**src/rtl/cfgpg_pkg.sv**
```systemverilog
package cfgpg_pkg;
  typedef enum logic [1:0] {
    PG_NONE = 2'd0,
    PG_A    = 2'd1,
    PG_B    = 2'd2,
    PG_BOTH = 2'd3
  } page_e;

  function automatic logic page_hits_a(input page_e p);
    return (p == PG_A) || (p == PG_BOTH);
  endfunction

  function automatic logic page_hits_b(input page_e p);
    return (p == PG_B) || (p == PG_BOTH);
  endfunction
endpackage

```
**src/rtl/cfgpg_addr_decode.sv**
```systemverilog
module cfgpg_addr_decode
  import cfgpg_pkg::*;
#(
  parameter int ADDR_W = 8,
  parameter int NUM_PAGED = 4,
  parameter logic [ADDR_W-1:0] PAGE_ADDR = ADDR_W'(8'h08),
  parameter logic [ADDR_W-1:0] PAGED_BASE = ADDR_W'(8'h10),
  localparam int IDX_W = (NUM_PAGED > 1) ? $clog2(NUM_PAGED) : 1
) (
  input  logic [ADDR_W-1:0] addr,
  input  logic              we,
  input  page_e             page,
  output logic              is_page,
  output logic              is_paged,
  output logic [IDX_W-1:0]  idx,
  output logic              page_wr,
  output logic              wr_a,
  output logic              wr_b
);
  localparam logic [ADDR_W-1:0] NP = ADDR_W'(NUM_PAGED);
  logic [ADDR_W-1:0] offset;

  always_comb begin
    offset   = addr - PAGED_BASE;
    is_page  = (addr == PAGE_ADDR);
    is_paged = (addr >= PAGED_BASE) && (offset < NP);
    idx      = offset[IDX_W-1:0];
    page_wr  = we && is_page;
    wr_a     = we && is_paged && page_hits_a(page);
    wr_b     = we && is_paged && page_hits_b(page);
  end
endmodule

```
**src/rtl/cfgpg_pair_bank.sv**
```systemverilog
module cfgpg_pair_bank #(
  parameter int DATA_W = 8,
  parameter int NUM_PAGED = 4,
  localparam int IDX_W = (NUM_PAGED > 1) ? $clog2(NUM_PAGED) : 1
) (
  input  logic                        clk,
  input  logic                        rst,
  input  logic                        wr_en,
  input  logic [IDX_W-1:0]            wr_idx,
  input  logic [DATA_W-1:0]           wr_data,
  output logic [NUM_PAGED*DATA_W-1:0] regs_flat
);
  logic [DATA_W-1:0] mem [NUM_PAGED];

  always_ff @(posedge clk) begin
    if (rst) begin
      for (int i = 0; i < NUM_PAGED; i++) mem[i] <= '0;
    end else if (wr_en) begin
      mem[wr_idx] <= wr_data;
    end
  end

  for (genvar g = 0; g < NUM_PAGED; g++) begin : g_flat
    assign regs_flat[g*DATA_W +: DATA_W] = mem[g];
  end
endmodule

```
**src/rtl/cfgpg_readback.sv**
```systemverilog
module cfgpg_readback
  import cfgpg_pkg::*;
#(
  parameter int DATA_W = 8,
  parameter int NUM_PAGED = 4,
  localparam int IDX_W = (NUM_PAGED > 1) ? $clog2(NUM_PAGED) : 1
) (
  input  logic                        clk,
  input  logic                        rst,
  input  logic                        re,
  input  logic                        is_page,
  input  logic                        is_paged,
  input  logic [IDX_W-1:0]            idx,
  input  page_e                       page,
  input  logic [NUM_PAGED*DATA_W-1:0] a_flat,
  input  logic [NUM_PAGED*DATA_W-1:0] b_flat,
  output logic [DATA_W-1:0]           rdata
);
  logic [DATA_W-1:0] sel;

  always_comb begin
    sel = '0;
    if (is_page) begin
      sel = DATA_W'(page);
    end else if (is_paged) begin
      unique case (page)
        PG_A, PG_BOTH: sel = a_flat[idx*DATA_W +: DATA_W];
        PG_B:          sel = b_flat[idx*DATA_W +: DATA_W];
        default:       sel = '0;
      endcase
    end
  end

  always_ff @(posedge clk) begin
    if (rst)     rdata <= '0;
    else if (re) rdata <= sel;
  end
endmodule

```
**src/rtl/cfgpg_top.sv**
```systemverilog
module cfgpg_top
  import cfgpg_pkg::*;
#(
  parameter int ADDR_W = 8,
  parameter int DATA_W = 8,
  parameter int NUM_PAGED = 4,
  parameter int INTERP_W = 3,
  parameter logic [ADDR_W-1:0] PAGE_ADDR = ADDR_W'(8'h08),
  parameter logic [ADDR_W-1:0] PAGED_BASE = ADDR_W'(8'h10)
) (
  input  logic                        clk,
  input  logic                        rst,
  input  logic [ADDR_W-1:0]           host_addr,
  input  logic [DATA_W-1:0]           host_wdata,
  input  logic                        host_we,
  input  logic                        host_re,
  output logic [DATA_W-1:0]           host_rdata,
  output logic [INTERP_W-1:0]         pair_a_interp,
  output logic                        pair_a_fmt,
  output logic [NUM_PAGED*DATA_W-1:0] pair_a_regs,
  output logic [INTERP_W-1:0]         pair_b_interp,
  output logic                        pair_b_fmt,
  output logic [NUM_PAGED*DATA_W-1:0] pair_b_regs
);
  localparam int IDX_W = (NUM_PAGED > 1) ? $clog2(NUM_PAGED) : 1;
  localparam int INTERP_REG = 0;
  localparam int FMT_REG = 1;
  localparam int FMT_BIT = 0;
  localparam int NPAIR = 2;

  page_e             page_q;
  logic              is_page, is_paged, page_wr;
  logic [IDX_W-1:0]  idx;
  logic [NPAIR-1:0]  wr_pair;
  logic [NUM_PAGED*DATA_W-1:0] flat [NPAIR];

  cfgpg_addr_decode #(
    .ADDR_W(ADDR_W), .NUM_PAGED(NUM_PAGED),
    .PAGE_ADDR(PAGE_ADDR), .PAGED_BASE(PAGED_BASE)
  ) u_dec (
    .addr(host_addr), .we(host_we), .page(page_q),
    .is_page(is_page), .is_paged(is_paged), .idx(idx),
    .page_wr(page_wr), .wr_a(wr_pair[0]), .wr_b(wr_pair[1])
  );

  always_ff @(posedge clk) begin
    if (rst)          page_q <= PG_BOTH;
    else if (page_wr) page_q <= page_e'(host_wdata[1:0]);
  end

  for (genvar p = 0; p < NPAIR; p++) begin : g_pair
    cfgpg_pair_bank #(.DATA_W(DATA_W), .NUM_PAGED(NUM_PAGED)) u_bank (
      .clk(clk), .rst(rst), .wr_en(wr_pair[p]), .wr_idx(idx),
      .wr_data(host_wdata), .regs_flat(flat[p])
    );
  end

  cfgpg_readback #(.DATA_W(DATA_W), .NUM_PAGED(NUM_PAGED)) u_rb (
    .clk(clk), .rst(rst), .re(host_re), .is_page(is_page),
    .is_paged(is_paged), .idx(idx), .page(page_q),
    .a_flat(flat[0]), .b_flat(flat[1]), .rdata(host_rdata)
  );

  assign pair_a_regs   = flat[0];
  assign pair_b_regs   = flat[1];
  assign pair_a_interp = flat[0][INTERP_REG*DATA_W +: INTERP_W];
  assign pair_b_interp = flat[1][INTERP_REG*DATA_W +: INTERP_W];
  assign pair_a_fmt    = flat[0][FMT_REG*DATA_W + FMT_BIT];
  assign pair_b_fmt    = flat[1][FMT_REG*DATA_W + FMT_BIT];
endmodule

```
**config.mk**
```make
export PLATFORM = sky130hd
export DESIGN_NAME = cfgpg_top
export DESIGN_NICKNAME = d
export VERILOG_FILES = /design/src/rtl/cfgpg_pkg.sv /design/src/rtl/cfgpg_addr_decode.sv /design/src/rtl/cfgpg_pair_bank.sv /design/src/rtl/cfgpg_readback.sv /design/src/rtl/cfgpg_top.sv
export SDC_FILE = /design/constraint.sdc
export NUM_CORES = 1
export LEC_CHECK = 0
export BUFFER_PORTS_ARGS = -buffer_cell sky130_fd_sc_hd__buf_4
export CAP_MARGIN = 20
export CORE_MARGIN = 8
export CORE_UTILIZATION = 56
export CTS_BUF_LIST = sky130_fd_sc_hd__clkbuf_16
export CTS_CLUSTER_DIAMETER = 150
export CTS_CLUSTER_SIZE = 10
export DETAILED_ROUTE_END_ITERATION = 8
export PLACE_DENSITY_LB_ADDON = 0.12
export RECOVER_POWER = 100
export SLEW_MARGIN = 15
export SYNTH_ARGS = -nofsm -noshare
export SYNTH_HDL_FRONTEND = slang
export SYNTH_SLANG_ARGS = --single-unit
```
**constraint.sdc**
```tcl
create_clock -name clk -period 6.14 [get_ports clk]
set_input_delay 1.228 -clock clk [delete_from_list [all_inputs] [get_ports clk]]
set_output_delay 1.228 -clock clk [all_outputs]
set_load 0.005 [all_outputs]
```
==> summary.md <==
| Metric | Value |
|---|---|
| Skew final | 0.006776 ns |
| Ant. Diodes | 0 |
| CP delay by family, top | simple AND/OR/NAND/NOR gates |
| Initial DRC count | 220 |
| FMAX | roughly 0.25 GHz |
| Pre-CTS worst setup slack | 2.709 ns |
| Synth top cells by count | edfxtp_1 (64), and3_1 (50), nand2_1 (23) |
| DRC Markers | 0 |
| Die area | 9139 µm² |
| Fraction of layout cells with a size suffix above 1 | 31.28% |
| Post-synth ARST share | 0% |
| Sequential share of power | a little under half |
| Num CTS Buffers | 9 |
| Syn Std Cell Area | 3548 µm² |
| Cell variety after synth | 38 |
| Routed Wire Length | 9.359 mm |
| CTS Hold Bufs | 0 |
| Part of the power in the clock network | 45.4% |
| Synth warnings | 0 |
| Number of setup buffers added after CTS | 0 |
| Number of cells on the critical path | 5 |
| Area Growth Syn to Fin | 24.72% |
| Worst skew pair latency | 0.33 ns |
| Area of the multi-input gates | 1180 µm² |
| Worst path cell trace | clkbuf_4 -> or4_1 -> nor3b_1 -> and3_1 -> a21o_1 |
| Slew Limit Fails | 0 |
| Initial antenna violation count | 0 |
| CP endpoint kind | flip-flop |
| Fill cells | about 470 |
| Gate power share | 7.0% |
| Register area | 2122 µm² |
| Hold Vio Cnt, Final | 0 |
| Sw frac | 20.68% |
| # clock sinks | 74 |
| Crit-path slowest cell | and3_1 |
| Max-Slew Margin vs Limit | about a third |
| Die width | 95.60 µm |
| Initial core utilization | roughly 57% |
| Max-cap violations | 0 |
| Avg Inst Size Synth | 13.14 µm² |
| CTS tree | yes |
| Top-area cell type share of the netlist area | 54.16% |
| Routed len/inst | around 22 µm |
| Leakage power | 2.021 nW |
| CTS clk-pin slew, worst paths | 0.06 ns |
| Reg-to-reg slack, setup | 3.40 ns |
| Final setup fails | 0 |
| Setup WS post-layout | between 2 and 2.5 ns |
| Std cell rows | 29 |
| Net Switching | 0.2477 mW |
| Post-synth EDFFs | 64 |
| Detail Route Antenna Nets | 0 |
| Number of global-route vias before repair | 2603 |
| Crit path to | g_pair[1].u_bank.mem[2][1]$_SDFFCE_PN0P_ |
| Fin crit share | 65.90% |
| Worst hold path type | reg2reg |
| Peak supply drop | roughly 180 µV |
| Main flop type after synthesis | edfxtp_1 |
| CP peak stage delay | 0.96 ns |
| CTS Buffer Depth | 2 |
| WP buf/inv | 1 |
| Pin count of the biggest net entering global routing | 35 |
| Post_cts resized | 0 |
| Reg-to-Reg Start | page_q[0]$_SDFFE_PP1P_ |
| Final hold slack | 0.4916 ns |
| Syn Inst Count | 270 |
| Power Internal | 0.9503 mW |
| Root Buffer | clkbuf_16 |
| CTS H-Tree Depth | 3 |
| Status | finished, final reports clean |
| Reg2reg end | u_rb.rdata[1]$_SDFFE_PP0P_ |
| Global-route wire length before repair | 14.15 mm |
| Tot Pwr | 1.198 mW |
| Data arrival, critical path | 4.04 ns |
| Post-DP HPWL | roughly 6.6 mm |
| GP Congestion | 0.8025 |
| Req. time, crit path | 6.14 ns |
| IO buf count | 99 |
| Via count | 2647 |
| Ports | 100 |
| Grt total ovfl | 0 |
| GRT Util Overall | around a fifth |
| Startpoint types | input pin |
| Synth area leaders | edfxtp_1 (54%), and3_1 (8.8%), dfxtp_1 (5.6%) |
| Worst Setup SP | host_addr[5] |
| Core ar. | 6241 µm² |
| Cell count of the worst reg-to-reg path | 6 |
| Nets | 373 |
| RSZ-0062 raised after global routing | no |
| Sequential area share after synthesis | 59.80% |
| Min Tclk post-route | 4.046 ns |
| #FFs+latches synth | 74 |
| Die Y | 95.60 µm |
| Worst Max-Slew Pin Slew | a little over 1 ns |
| Synth Net Count | a little under 300 |
| Vias per cell | 6.085 |
| Setup TNS Final | 0 ns |
| Synth area leader | edfxtp_1 |
| PwrDens | 270.7 nW/µm² |
| Finished Core Util | 70.91% |
| Top-count cell post-synth | edfxtp_1 |
| Critical path fanouts, max | 34 |
| Crit path kind | in2reg |
| Drt first pass iters | 6 |
==> metal layers <==
layer | up-vias | GRT usage (%) | share of wire [%]
met5 | - | 0 | 0
met4 | 0 | 6.146 | 1.5
met3 | 15 | 5.827 | 11
met2 | 163 | 35.94 | 52
met1 | 1280 | 24.12 | 36
li1 | 1189 | - | -
==> sequential cells by signal, indices dropped and copies added (netlist names) <==
signal	count
g_pair.u_bank.mem	64
u_rb.rdata	8
page_q	2
==> through the flow <==
step           area, µm²  instances
3_5_place_dp        4194        418
4_1_cts             4504        434
2_1_floorplan       3548        270
5_1_grt             4425        435
3_3_place_gp        4194        418
6_report            4425        435
==> layout by cell type (no fill, tap or decap), drive strengths merged, types with 2 or more instances in the layout <==
master	synthesis	routed
a31oi	2	2
nand2b	5	5
nor2	3	3
edfxtp	64	64
bufinv	0	2
o221ai	2	2
dfxtp	10	10
a211o	3	3
a32o	3	3
and3	52	52
clkinv	0	2
nand2	23	23
a21o	3	3
mux4	4	4
a32oi	6	6
a21oi	3	3
and2	17	17
inv	2	5
mux2	4	4
buf	19	21
clkbuf	11	90
a222oi	2	2
a41o	5	5
a211oi	2	2
mux2i	12	12
o21bai	2	2
nor2b	3	3
==> worst min path at each step <==
stage               cells after the start                    endpoint                       start
floorplan                               1  u_rb.rdata[2]$_SDFFE_PP0P_  u_rb.rdata[2]$_SDFFE_PP0P_
global placement                        1  u_rb.rdata[3]$_SDFFE_PP0P_  u_rb.rdata[3]$_SDFFE_PP0P_
detailed placement                      1  u_rb.rdata[6]$_SDFFE_PP0P_  u_rb.rdata[6]$_SDFFE_PP0P_
CTS                                     1  u_rb.rdata[2]$_SDFFE_PP0P_  u_rb.rdata[2]$_SDFFE_PP0P_
global route                            1  u_rb.rdata[2]$_SDFFE_PP0P_  u_rb.rdata[2]$_SDFFE_PP0P_
finish                                  1  u_rb.rdata[6]$_SDFFE_PP0P_  u_rb.rdata[6]$_SDFFE_PP0P_
==> cells by family after synthesis <==
family / after synthesis / share of synthesized area (%)
buffers and inverters: 32 / 6.100
AO/OA/AOI/OAI: 36 / 8.639
multiplexers: 20 / 7.193
flip-flops: 74 / 59.80
AND/OR/NAND/NOR: 108 / 18.27
==> final cells by class <==
| cell class | count | area share (%) |
|---|---|---|
| sequential | 74 | 47.95 |
| tap | 77 | 2.177 |
| clock inverter | 7 | 1.923 |
| multi-input combinational | 164 | 26.66 |
| timing repair buffer | 102 | 16.03 |
| inverter | 2 | 0.1696 |
| clock buffer | 9 | 5.089 |
==> power groups by stage <==
stage | Clock (mW) | Combinational (mW) | Sequential, mW
3_5_place_dp | 0 | 0.0882 | 0.581
4_1_cts | 0.543 | 0.0887 | 0.571
5_1_grt | 0.567 | 0.0905 | 0.572
2_1_floorplan | 0 | 0.0352 | 0.580
3_3_place_gp | 0 | 0.0864 | 0.581
6_report | 0.544 | 0.0839 | 0.570
(Power assumes the default switching activity.)
